===== config.mk =====
export PLATFORM = sky130hd
export DESIGN_NAME = sidma_ctrl
export DESIGN_NICKNAME = d
export VERILOG_FILES = /design/src/rtl/sidma_pkg.sv /design/src/rtl/sidma_ram.sv /design/src/rtl/sidma_mover.sv /design/src/rtl/sidma_regs.sv /design/src/rtl/sidma_ctrl.sv
export SDC_FILE = /design/constraint.sdc
export NUM_CORES = 2
export LEC_CHECK = 0
export BUFFER_PORTS_ARGS = -buffer_cell sky130_fd_sc_hd__buf_2
export CORE_MARGIN = 2
export CORE_UTILIZATION = 45
export CTS_BUF_LIST = sky130_fd_sc_hd__clkbuf_8
export DETAILED_ROUTE_END_ITERATION = 8
export PLACE_DENSITY_LB_ADDON = 0.08
export SYNTH_ARGS = -nofsm -noshare
export SYNTH_HDL_FRONTEND = slang
export SYNTH_SLANG_ARGS = --single-unit

===== constraint.sdc =====
create_clock -name clk -period 5.6 [get_ports clk]
set_input_delay 0.84 -clock clk [delete_from_list [all_inputs] [get_ports clk]]
set_output_delay 0.84 -clock clk [all_outputs]
set_load 0.005 [all_outputs]

===== src/rtl/sidma_pkg.sv =====
package sidma_pkg;
    localparam int WORD_W = 32;
    localparam int LANES  = WORD_W / 8;

    localparam logic [1:0] REG_BASE = 2'd0;
    localparam logic [1:0] REG_PULL = 2'd1;
    localparam logic [1:0] REG_PUSH = 2'd2;
    localparam logic [1:0] REG_STAT = 2'd3;

    localparam int PEND_BIT = 12;
    localparam int BUSY_BIT = 0;

    localparam int         OFS_ARM      = 'h24;
    localparam int         OFS_SBYTE    = 'h3C;
    localparam logic [7:0] SBYTE_ARMED  = 8'h80;

    typedef enum logic [1:0] {MV_IDLE, MV_CMD, MV_XFER, MV_FIN} mv_state_e;
    typedef enum logic {DIR_PULL, DIR_PUSH} mv_dir_e;

    // Lane i set: keep old byte.
    function automatic logic [WORD_W-1:0] merge_keep(input logic [WORD_W-1:0] old_w,
                                                     input logic [WORD_W-1:0] new_w,
                                                     input logic [LANES-1:0] keep);
        logic [WORD_W-1:0] r;
        for (int i = 0; i < LANES; i++)
            r[8*i +: 8] = keep[i] ? old_w[8*i +: 8] : new_w[8*i +: 8];
        return r;
    endfunction

    // Lane i set: take new byte.
    function automatic logic [WORD_W-1:0] merge_take(input logic [WORD_W-1:0] old_w,
                                                     input logic [WORD_W-1:0] new_w,
                                                     input logic [LANES-1:0] take);
        return merge_keep(old_w, new_w, ~take);
    endfunction
endpackage


===== src/rtl/sidma_ram.sv =====
module sidma_ram
    import sidma_pkg::*;
#(
    parameter int WORDS = 16,
    localparam int IDX_W = $clog2(WORDS)
) (
    input  logic                    clk,
    input  logic                    rst,
    input  logic                    host_wr,
    input  logic [IDX_W-1:0]        host_idx,
    input  logic [WORD_W-1:0]       host_wdata,
    input  logic [LANES-1:0]        host_keep,
    input  logic                    dma_wr,
    input  logic [IDX_W-1:0]        dma_idx,
    input  logic [WORD_W-1:0]       dma_wdata,
    input  logic                    cmd_wr,
    input  logic [IDX_W-1:0]        cmd_idx,
    input  logic [WORD_W-1:0]       cmd_wdata,
    input  logic                    snap_en,
    output logic [WORD_W-1:0]       host_rword,
    output logic [WORD_W-1:0]       dma_rword,
    output logic [WORDS*WORD_W-1:0] snap
);
    logic [WORD_W-1:0] mem [WORDS];

    always_ff @(posedge clk) begin
        if (rst) begin
            for (int i = 0; i < WORDS; i++) mem[i] <= '0;
        end else if (dma_wr) begin
            mem[dma_idx] <= dma_wdata;
        end else if (cmd_wr) begin
            mem[cmd_idx] <= cmd_wdata;
        end else if (host_wr) begin
            mem[host_idx] <= merge_keep(mem[host_idx], host_wdata, host_keep);
        end
    end

    assign host_rword = mem[host_idx];
    assign dma_rword  = mem[dma_idx];

    // Word 0 lands in the top bits so byte 0 is the most significant byte.
    for (genvar g = 0; g < WORDS; g++) begin : g_snap
        always_ff @(posedge clk) begin
            if (rst)          snap[(WORDS-1-g)*WORD_W +: WORD_W] <= '0;
            else if (snap_en) snap[(WORDS-1-g)*WORD_W +: WORD_W] <= mem[g];
        end
    end

    AST_ONE_WRITER: assert property (@(posedge clk) disable iff (rst)
        $countones({dma_wr, cmd_wr, host_wr}) <= 1);
endmodule


===== src/rtl/sidma_mover.sv =====
module sidma_mover
    import sidma_pkg::*;
#(
    parameter int WORDS  = 16,
    parameter int MEM_AW = 29,
    localparam int IDX_W = $clog2(WORDS)
) (
    input  logic              clk,
    input  logic              rst,
    input  logic              start_pull,
    input  logic              start_push,
    input  logic [MEM_AW-1:0] base,
    input  logic              cmd_done,
    input  logic [WORD_W-1:0] ram_rword,
    input  logic [WORD_W-1:0] mem_rdata,
    input  logic              mem_ack,
    output logic              busy,
    output logic              done,
    output logic              snap_en,
    output logic              cmd_go,
    output logic              mem_req,
    output logic              mem_we,
    output logic [MEM_AW-1:0] mem_addr,
    output logic [WORD_W-1:0] mem_wdata,
    output logic [IDX_W-1:0]  idx,
    output logic              dma_wr,
    output logic [WORD_W-1:0] dma_wdata
);
    mv_state_e         state;
    mv_dir_e           dir;
    logic [MEM_AW-1:0] base_q;

    always_ff @(posedge clk) begin
        if (rst) begin
            state  <= MV_IDLE;
            dir    <= DIR_PULL;
            base_q <= '0;
            idx    <= '0;
        end else begin
            case (state)
                MV_IDLE: begin
                    idx    <= '0;
                    base_q <= base;
                    if (start_pull) begin
                        dir   <= DIR_PULL;
                        state <= MV_XFER;
                    end else if (start_push) begin
                        dir   <= DIR_PUSH;
                        state <= MV_CMD;
                    end
                end
                MV_CMD: if (cmd_done) state <= MV_XFER;
                MV_XFER: if (mem_ack) begin
                    if (idx == IDX_W'(WORDS-1)) state <= MV_FIN;
                    else                        idx   <= idx + 1'b1;
                end
                default: state <= MV_IDLE;
            endcase
        end
    end

    assign busy      = (state != MV_IDLE);
    assign done      = (state == MV_FIN);
    assign snap_en   = done && (dir == DIR_PULL);
    assign cmd_go    = (state == MV_CMD);
    assign mem_req   = (state == MV_XFER);
    assign mem_we    = (dir == DIR_PUSH);
    assign mem_addr  = base_q + MEM_AW'({idx, 2'b00});
    assign mem_wdata = ram_rword;
    assign dma_wr    = mem_req && mem_ack && (dir == DIR_PULL);
    assign dma_wdata = mem_rdata;

    logic [IDX_W:0] ack_cnt;
    always_ff @(posedge clk) begin
        if (rst || state == MV_IDLE) ack_cnt <= '0;
        else if (mem_req && mem_ack) ack_cnt <= ack_cnt + 1'b1;
    end

    AST_REQ_HOLD: assert property (@(posedge clk) disable iff (rst)
        mem_req && !mem_ack |=> mem_req && $stable(mem_addr) && $stable(mem_wdata));
    AST_IDLE_QUIET: assert property (@(posedge clk) disable iff (rst)
        !busy |-> !mem_req && !cmd_go);
    AST_ACK_TOTAL: assert property (@(posedge clk) disable iff (rst)
        done |-> ack_cnt == (IDX_W+1)'(WORDS));
    AST_NO_MEM_IN_CMD: assert property (@(posedge clk) disable iff (rst)
        cmd_go |-> !mem_req);
endmodule


===== src/rtl/sidma_regs.sv =====
module sidma_regs
    import sidma_pkg::*;
#(
    parameter int WORDS = 16,
    localparam int IDX_W = $clog2(WORDS),
    localparam int OFS_W = IDX_W + 2
) (
    input  logic              clk,
    input  logic              rst,
    input  logic              host_req,
    input  logic              host_we,
    input  logic              host_sel,
    input  logic [31:0]       host_addr,
    input  logic [WORD_W-1:0] host_wdata,
    input  logic [LANES-1:0]  host_bmask,
    input  logic              busy,
    input  logic              done,
    input  logic [WORD_W-1:0] ram_rword,
    output logic              start_pull,
    output logic              start_push,
    output logic [WORD_W-1:0] base_q,
    output logic              irq,
    output logic [WORD_W-1:0] host_rdata,
    output logic              host_rvalid,
    output logic              ram_wr,
    output logic [IDX_W-1:0]  ram_idx
);
    logic [1:0]       reg_sel;
    logic [OFS_W-1:0] ofs;
    logic             wr_reg, rd_any, stat_wr;
    logic             pend;
    logic [7:0]       sbyte;
    logic [WORD_W-1:0] rd_val;

    assign reg_sel    = host_addr[3:2];
    assign ofs        = host_addr[OFS_W-1:0];
    assign ram_idx    = host_addr[OFS_W-1:2];
    assign wr_reg     = host_req && host_we && !host_sel;
    assign rd_any     = host_req && !host_we;
    assign stat_wr    = wr_reg && (reg_sel == REG_STAT);
    assign start_pull = wr_reg && (reg_sel == REG_PULL) && !busy;
    assign start_push = wr_reg && (reg_sel == REG_PUSH) && !busy;
    assign ram_wr     = host_req && host_we && host_sel && !busy;
    assign irq        = pend;

    always_comb begin
        rd_val = '0;
        if (host_sel) begin
            if (ofs == OFS_W'(OFS_SBYTE)) rd_val = {24'h0, sbyte};
            else                          rd_val = ram_rword;
        end else begin
            case (reg_sel)
                REG_BASE: rd_val = base_q;
                REG_STAT: begin
                    rd_val[PEND_BIT] = pend;
                    rd_val[BUSY_BIT] = busy;
                end
                default:  rd_val = '0;
            endcase
        end
    end

    always_ff @(posedge clk) begin
        if (rst) begin
            base_q      <= '0;
            pend        <= 1'b0;
            sbyte       <= '0;
            host_rdata  <= '0;
            host_rvalid <= 1'b0;
        end else begin
            host_rvalid <= rd_any;
            if (rd_any) host_rdata <= rd_val;
            if (rd_any && host_sel && ofs == OFS_W'(OFS_ARM)) sbyte <= SBYTE_ARMED;
            if (wr_reg && reg_sel == REG_BASE)
                base_q <= merge_take(base_q, host_wdata, host_bmask);
            if (done || ram_wr) pend <= 1'b1;
            else if (stat_wr)   pend <= 1'b0;
        end
    end

    AST_ACK_CLEARS: assert property (@(posedge clk) disable iff (rst)
        stat_wr && !done |=> !irq);
    AST_DONE_RAISES: assert property (@(posedge clk) disable iff (rst)
        done |=> irq);
    AST_HOST_WR_RAISES: assert property (@(posedge clk) disable iff (rst)
        host_req && host_we && host_sel && !busy |=> irq);
    AST_RVALID: assert property (@(posedge clk) disable iff (rst)
        host_req && !host_we |=> host_rvalid);
endmodule


===== src/rtl/sidma_ctrl.sv =====
module sidma_ctrl
    import sidma_pkg::*;
#(
    parameter int WORDS  = 16,
    parameter int MEM_AW = 29,
    localparam int IDX_W = $clog2(WORDS)
) (
    input  logic                    clk,
    input  logic                    rst,
    input  logic                    host_req,
    input  logic                    host_we,
    input  logic                    host_sel,
    input  logic [31:0]             host_addr,
    input  logic [WORD_W-1:0]       host_wdata,
    input  logic [LANES-1:0]        host_bmask,
    output logic [WORD_W-1:0]       host_rdata,
    output logic                    host_rvalid,
    output logic                    irq,
    output logic                    mem_req,
    output logic                    mem_we,
    output logic [MEM_AW-1:0]       mem_addr,
    output logic [WORD_W-1:0]       mem_wdata,
    input  logic [WORD_W-1:0]       mem_rdata,
    input  logic                    mem_ack,
    output logic                    cmd_go,
    input  logic                    cmd_done,
    input  logic                    cmd_wr,
    input  logic [IDX_W-1:0]        cmd_widx,
    input  logic [WORD_W-1:0]       cmd_wdata,
    output logic [WORDS*WORD_W-1:0] cmd_snap
);
    logic              start_pull, start_push, busy, done, snap_en;
    logic [WORD_W-1:0] base_q, host_rword, dma_rword, dma_wdata;
    logic              ram_wr, dma_wr;
    logic [IDX_W-1:0]  ram_idx, dma_idx;

    sidma_regs #(.WORDS(WORDS)) u_regs (
        .clk(clk), .rst(rst),
        .host_req(host_req), .host_we(host_we), .host_sel(host_sel),
        .host_addr(host_addr), .host_wdata(host_wdata), .host_bmask(host_bmask),
        .busy(busy), .done(done), .ram_rword(host_rword),
        .start_pull(start_pull), .start_push(start_push), .base_q(base_q),
        .irq(irq), .host_rdata(host_rdata), .host_rvalid(host_rvalid),
        .ram_wr(ram_wr), .ram_idx(ram_idx)
    );

    sidma_mover #(.WORDS(WORDS), .MEM_AW(MEM_AW)) u_mover (
        .clk(clk), .rst(rst),
        .start_pull(start_pull), .start_push(start_push),
        .base(base_q[MEM_AW-1:0]), .cmd_done(cmd_done),
        .ram_rword(dma_rword), .mem_rdata(mem_rdata), .mem_ack(mem_ack),
        .busy(busy), .done(done), .snap_en(snap_en), .cmd_go(cmd_go),
        .mem_req(mem_req), .mem_we(mem_we), .mem_addr(mem_addr),
        .mem_wdata(mem_wdata), .idx(dma_idx), .dma_wr(dma_wr), .dma_wdata(dma_wdata)
    );

    sidma_ram #(.WORDS(WORDS)) u_ram (
        .clk(clk), .rst(rst),
        .host_wr(ram_wr), .host_idx(ram_idx), .host_wdata(host_wdata), .host_keep(host_bmask),
        .dma_wr(dma_wr), .dma_idx(dma_idx), .dma_wdata(dma_wdata),
        .cmd_wr(cmd_wr && cmd_go), .cmd_idx(cmd_widx), .cmd_wdata(cmd_wdata),
        .snap_en(snap_en), .host_rword(host_rword), .dma_rword(dma_rword), .snap(cmd_snap)
    );
endmodule


==> results_dict.tcl <==
set metrics [dict create \
    hold_path_end "u_regs.base_q[31]$_SDFFE_PP0P_" \
    ys_seq_area_share_pct 55.2 \
    final_util_pct 53.3 \
    cts_resized 0 \
    synth_common_cells "1112 x nand2_1, 619 x dfxtp_1, 613 x a21oi_1, 512 x edfxtp_1, 442 x nor3_1" \
    hold_viol_final 0 \
    grt_max_degree 213 \
    rows 122 \
    power_leakage_uw 0.0219 \
    wl_met3_mm 19.9 \
    syn_nets 4805 \
    crit_type "reg2out" \
    met1_length_mm 78.6 \
    rr_endpoint "u_ram.mem[6][11]$_SDFFCE_PN0P_" \
    reg2regPathDepth 9 \
    io_buffer_count 727 \
    r2r-start "u_mover.state[0]$_SDFFE_PP0P_" \
    rsz0062_at_grt "false" \
    post-route-period-util_pct 82.5 \
    ant_nets 0 \
    status "finished clean" \
    synth_top_area_cell "edfxtp_1" \
    core_area_um2 111000 \
    syn_inst 4646 \
    synthFlopType "dfxtp_1" \
    vias 41900 \
    maxSlewViolCount 0 \
    cts_tree "done" \
    fin_skew_ns 0.0383 \
    hpwlAfterDp_mm 150 \
    maxUsedRoutingLayer "met5" \
    max_slew.worst_pin.slew_ns 1.15 \
    clock.fmax_mhz 217 \
    die-area_um2 115000 \
    fin_nets 5380 \
    synth-edff-count 512 \
    postCtsSetupRepairBufs 0 \
    clkTransAtPathRegs_ns 0.06 \
    synth_top_area_share_pct 30.5 \
    r2r_slack_ns 1.43 \
    cts_max_path_buffers 3 \
    start_util_pct 45.4 \
    cts.sinks 1131 \
    cap_viol_max_count 0 \
    totalWireLength_mm 210 \
    dr.pass1.iters 6 \
    stdcell_area_um2 59100 \
    fp.dieW_um 338 \
    fin_crit_ns 4.62 \
    relSlewSlack_pct 22.8 \
    gp_congestion 1.00 \
    multi_input_area_um2 20900 \
    setup_viol 0 \
    cts_hold_buf 0 \
    critPathMaxFanout 34 \
    power.density_nw_per_um2 324 \
    async_flop_share_pct 0 \
    drc 0 \
    synth.most_common_cell "nand2_1" \
    drt-initial-drc-count 4834 \
    clock_tree.root_cell "clkbuf_8" \
    io_pins 754 \
    grt_pass1_wl_mm 294 \
    overflow 0 \
    min_path_type "in2reg" \
    ys_warn_count 0 \
    clkLatencyLatePin_ns 0.90 \
    drive_above_1_share_pct 28.2 \
    startpoint_type "flip-flop" \
    min_path_cells 3 \
    track_usage_pct 35.7 \
    netlist_area_um2 50300 \
    wl_per_cell_um 30.5 \
    cts_buffers 192 \
    regArea_um2 27800 \
    hold_start "host_wdata[31]" \
    ys_types 56 \
    syn_avg_cell_area_um2 10.8 \
    grt_pass1_vias 39700 \
    htreeDepth 4 \
    post_dp_cell_area_um2 55300 \
    area_growth_pct 17.4 \
    ir_worst_vdd_mv 0.196 \
    met2WireLength_mm 96.7 \
    fillers 10300 \
    cp.required_ns 4.76 \
    end_kind "output port" \
    drt-vias-per-instance 6.09 \
    ys_ff_latch 1131 \
    fin_setup_tns_ns 0 \
    arrival_ns 3.78 \
    synth.area.top_cells "edfxtp_1 31%, dfxtp_1 25%, mux4_2 13%, nand2_1 8.3%, a21oi_1 6.1%" \
    die_h_um 338 \
    antenna_found_initial 16 \
]
## final cells by class
type,instances,area share [%]
sequential,1131,47.0
multi-input combinational,3055,35.3
timing repair buffer,827,7.98
clock buffer,230,5.36
tap,1488,3.15
clock inverter,127,1.06
inverter,14,0.0889
antenna,5,0.0212
## where the power goes
group | total [uW] | leakage, uW | internal [uW] | switching [uW]
combinational | 2640 | 0.00934 | 778 | 1860
sequential | 9120 | 0.0103 | 8880 | 238
clock | 7370 | 0.00226 | 3850 | 3510
## flip-flops by register name, summed over array words and instances (netlist names), named ones only
| name | count |
|---|---|
| cmd_snap | 512 |
| u_mover.base_q | 29 |
| u_mover.idx | 4 |
| u_mover.mem_we | 1 |
| u_mover.state | 2 |
| u_ram.mem | 512 |
| u_regs.base_q | 32 |
| u_regs.host_rdata | 32 |
| u_regs.host_rvalid | 1 |
| u_regs.irq | 1 |
| u_regs.sbyte | 1 |
## per-layer routing
layer / vias to the layer above / global-route usage (%)
met1: 21000 / 45.3
met2: 2386 / 55.6
met4: 8 / 22.1
met3: 416 / 7.97
met5: - / 0
li1: 18000 / -
## critical path, cell delays in order (launching register included)
cell and delay, ns:
dfxtp_4 0.71, buf_4 0.68, mux4_2 0.74, mux4_2 0.54
buf_2 0.15
## worst max path at each step
stage | slack, ns | end | depth (start not counted)
3_5_place_dp | 1.35 | u_ram.mem[6][11]$_SDFFCE_PN0P_ | 8
3_3_place_gp | 1.40 | u_ram.mem[6][11]$_SDFFCE_PN0P_ | 8
6_report | 0.98 | mem_wdata[12] | 4
4_1_cts | 0.89 | mem_wdata[12] | 4
2_1_floorplan | 0.44 | u_ram.mem[7][0]$_SDFFCE_PN0P_ | 8
5_1_grt | 0.82 | mem_wdata[12] | 4
## cells in the final DEF (no fill, tap or decap), types with 35 or more instances in the layout
cell	n
nor3_1	441
inv_1	94
buf_2	723
clkbuf_8	231
mux4_2	288
nand2_1	1111
nor2_1	84
mux2i_1	93
nor3_2	80
a21oi_1	613
edfxtp_1	512
nand3_1	43
buf_4	77
a22oi_1	62
o21ai_0	35
dfxtp_1	616
## through the flow
step	total power (uW)	hold WS, ns	worst slack, ns	std cells
CTS	19100	0.178	0.889	6872
floorplan	10700	0.429	0.444	4646
detailed placement	11900	0.443	1.35	6515
global placement	11900	0.440	1.40	6515
global route	19600	0.232	0.819	6873
finish	19100	0.235	0.981	6877
## logic make-up (layout without fill, tap and decap cells)
family                   Yosys count  in the layout  share of synthesized area, %
buffers and inverters            460           1198                          3.87
AND/OR/NAND/NOR                 1816           1816                          16.1
flip-flops                      1131           1131                          55.2
multiplexers                     414            414                          15.5
other                              0              5                             0
XOR/XNOR                          26             26                         0.452
AO/OA/AOI/OAI                    784            784                          8.58
adder cells (fa/ha/maj)           15             15                         0.388
(Power assumes the default switching activity.)
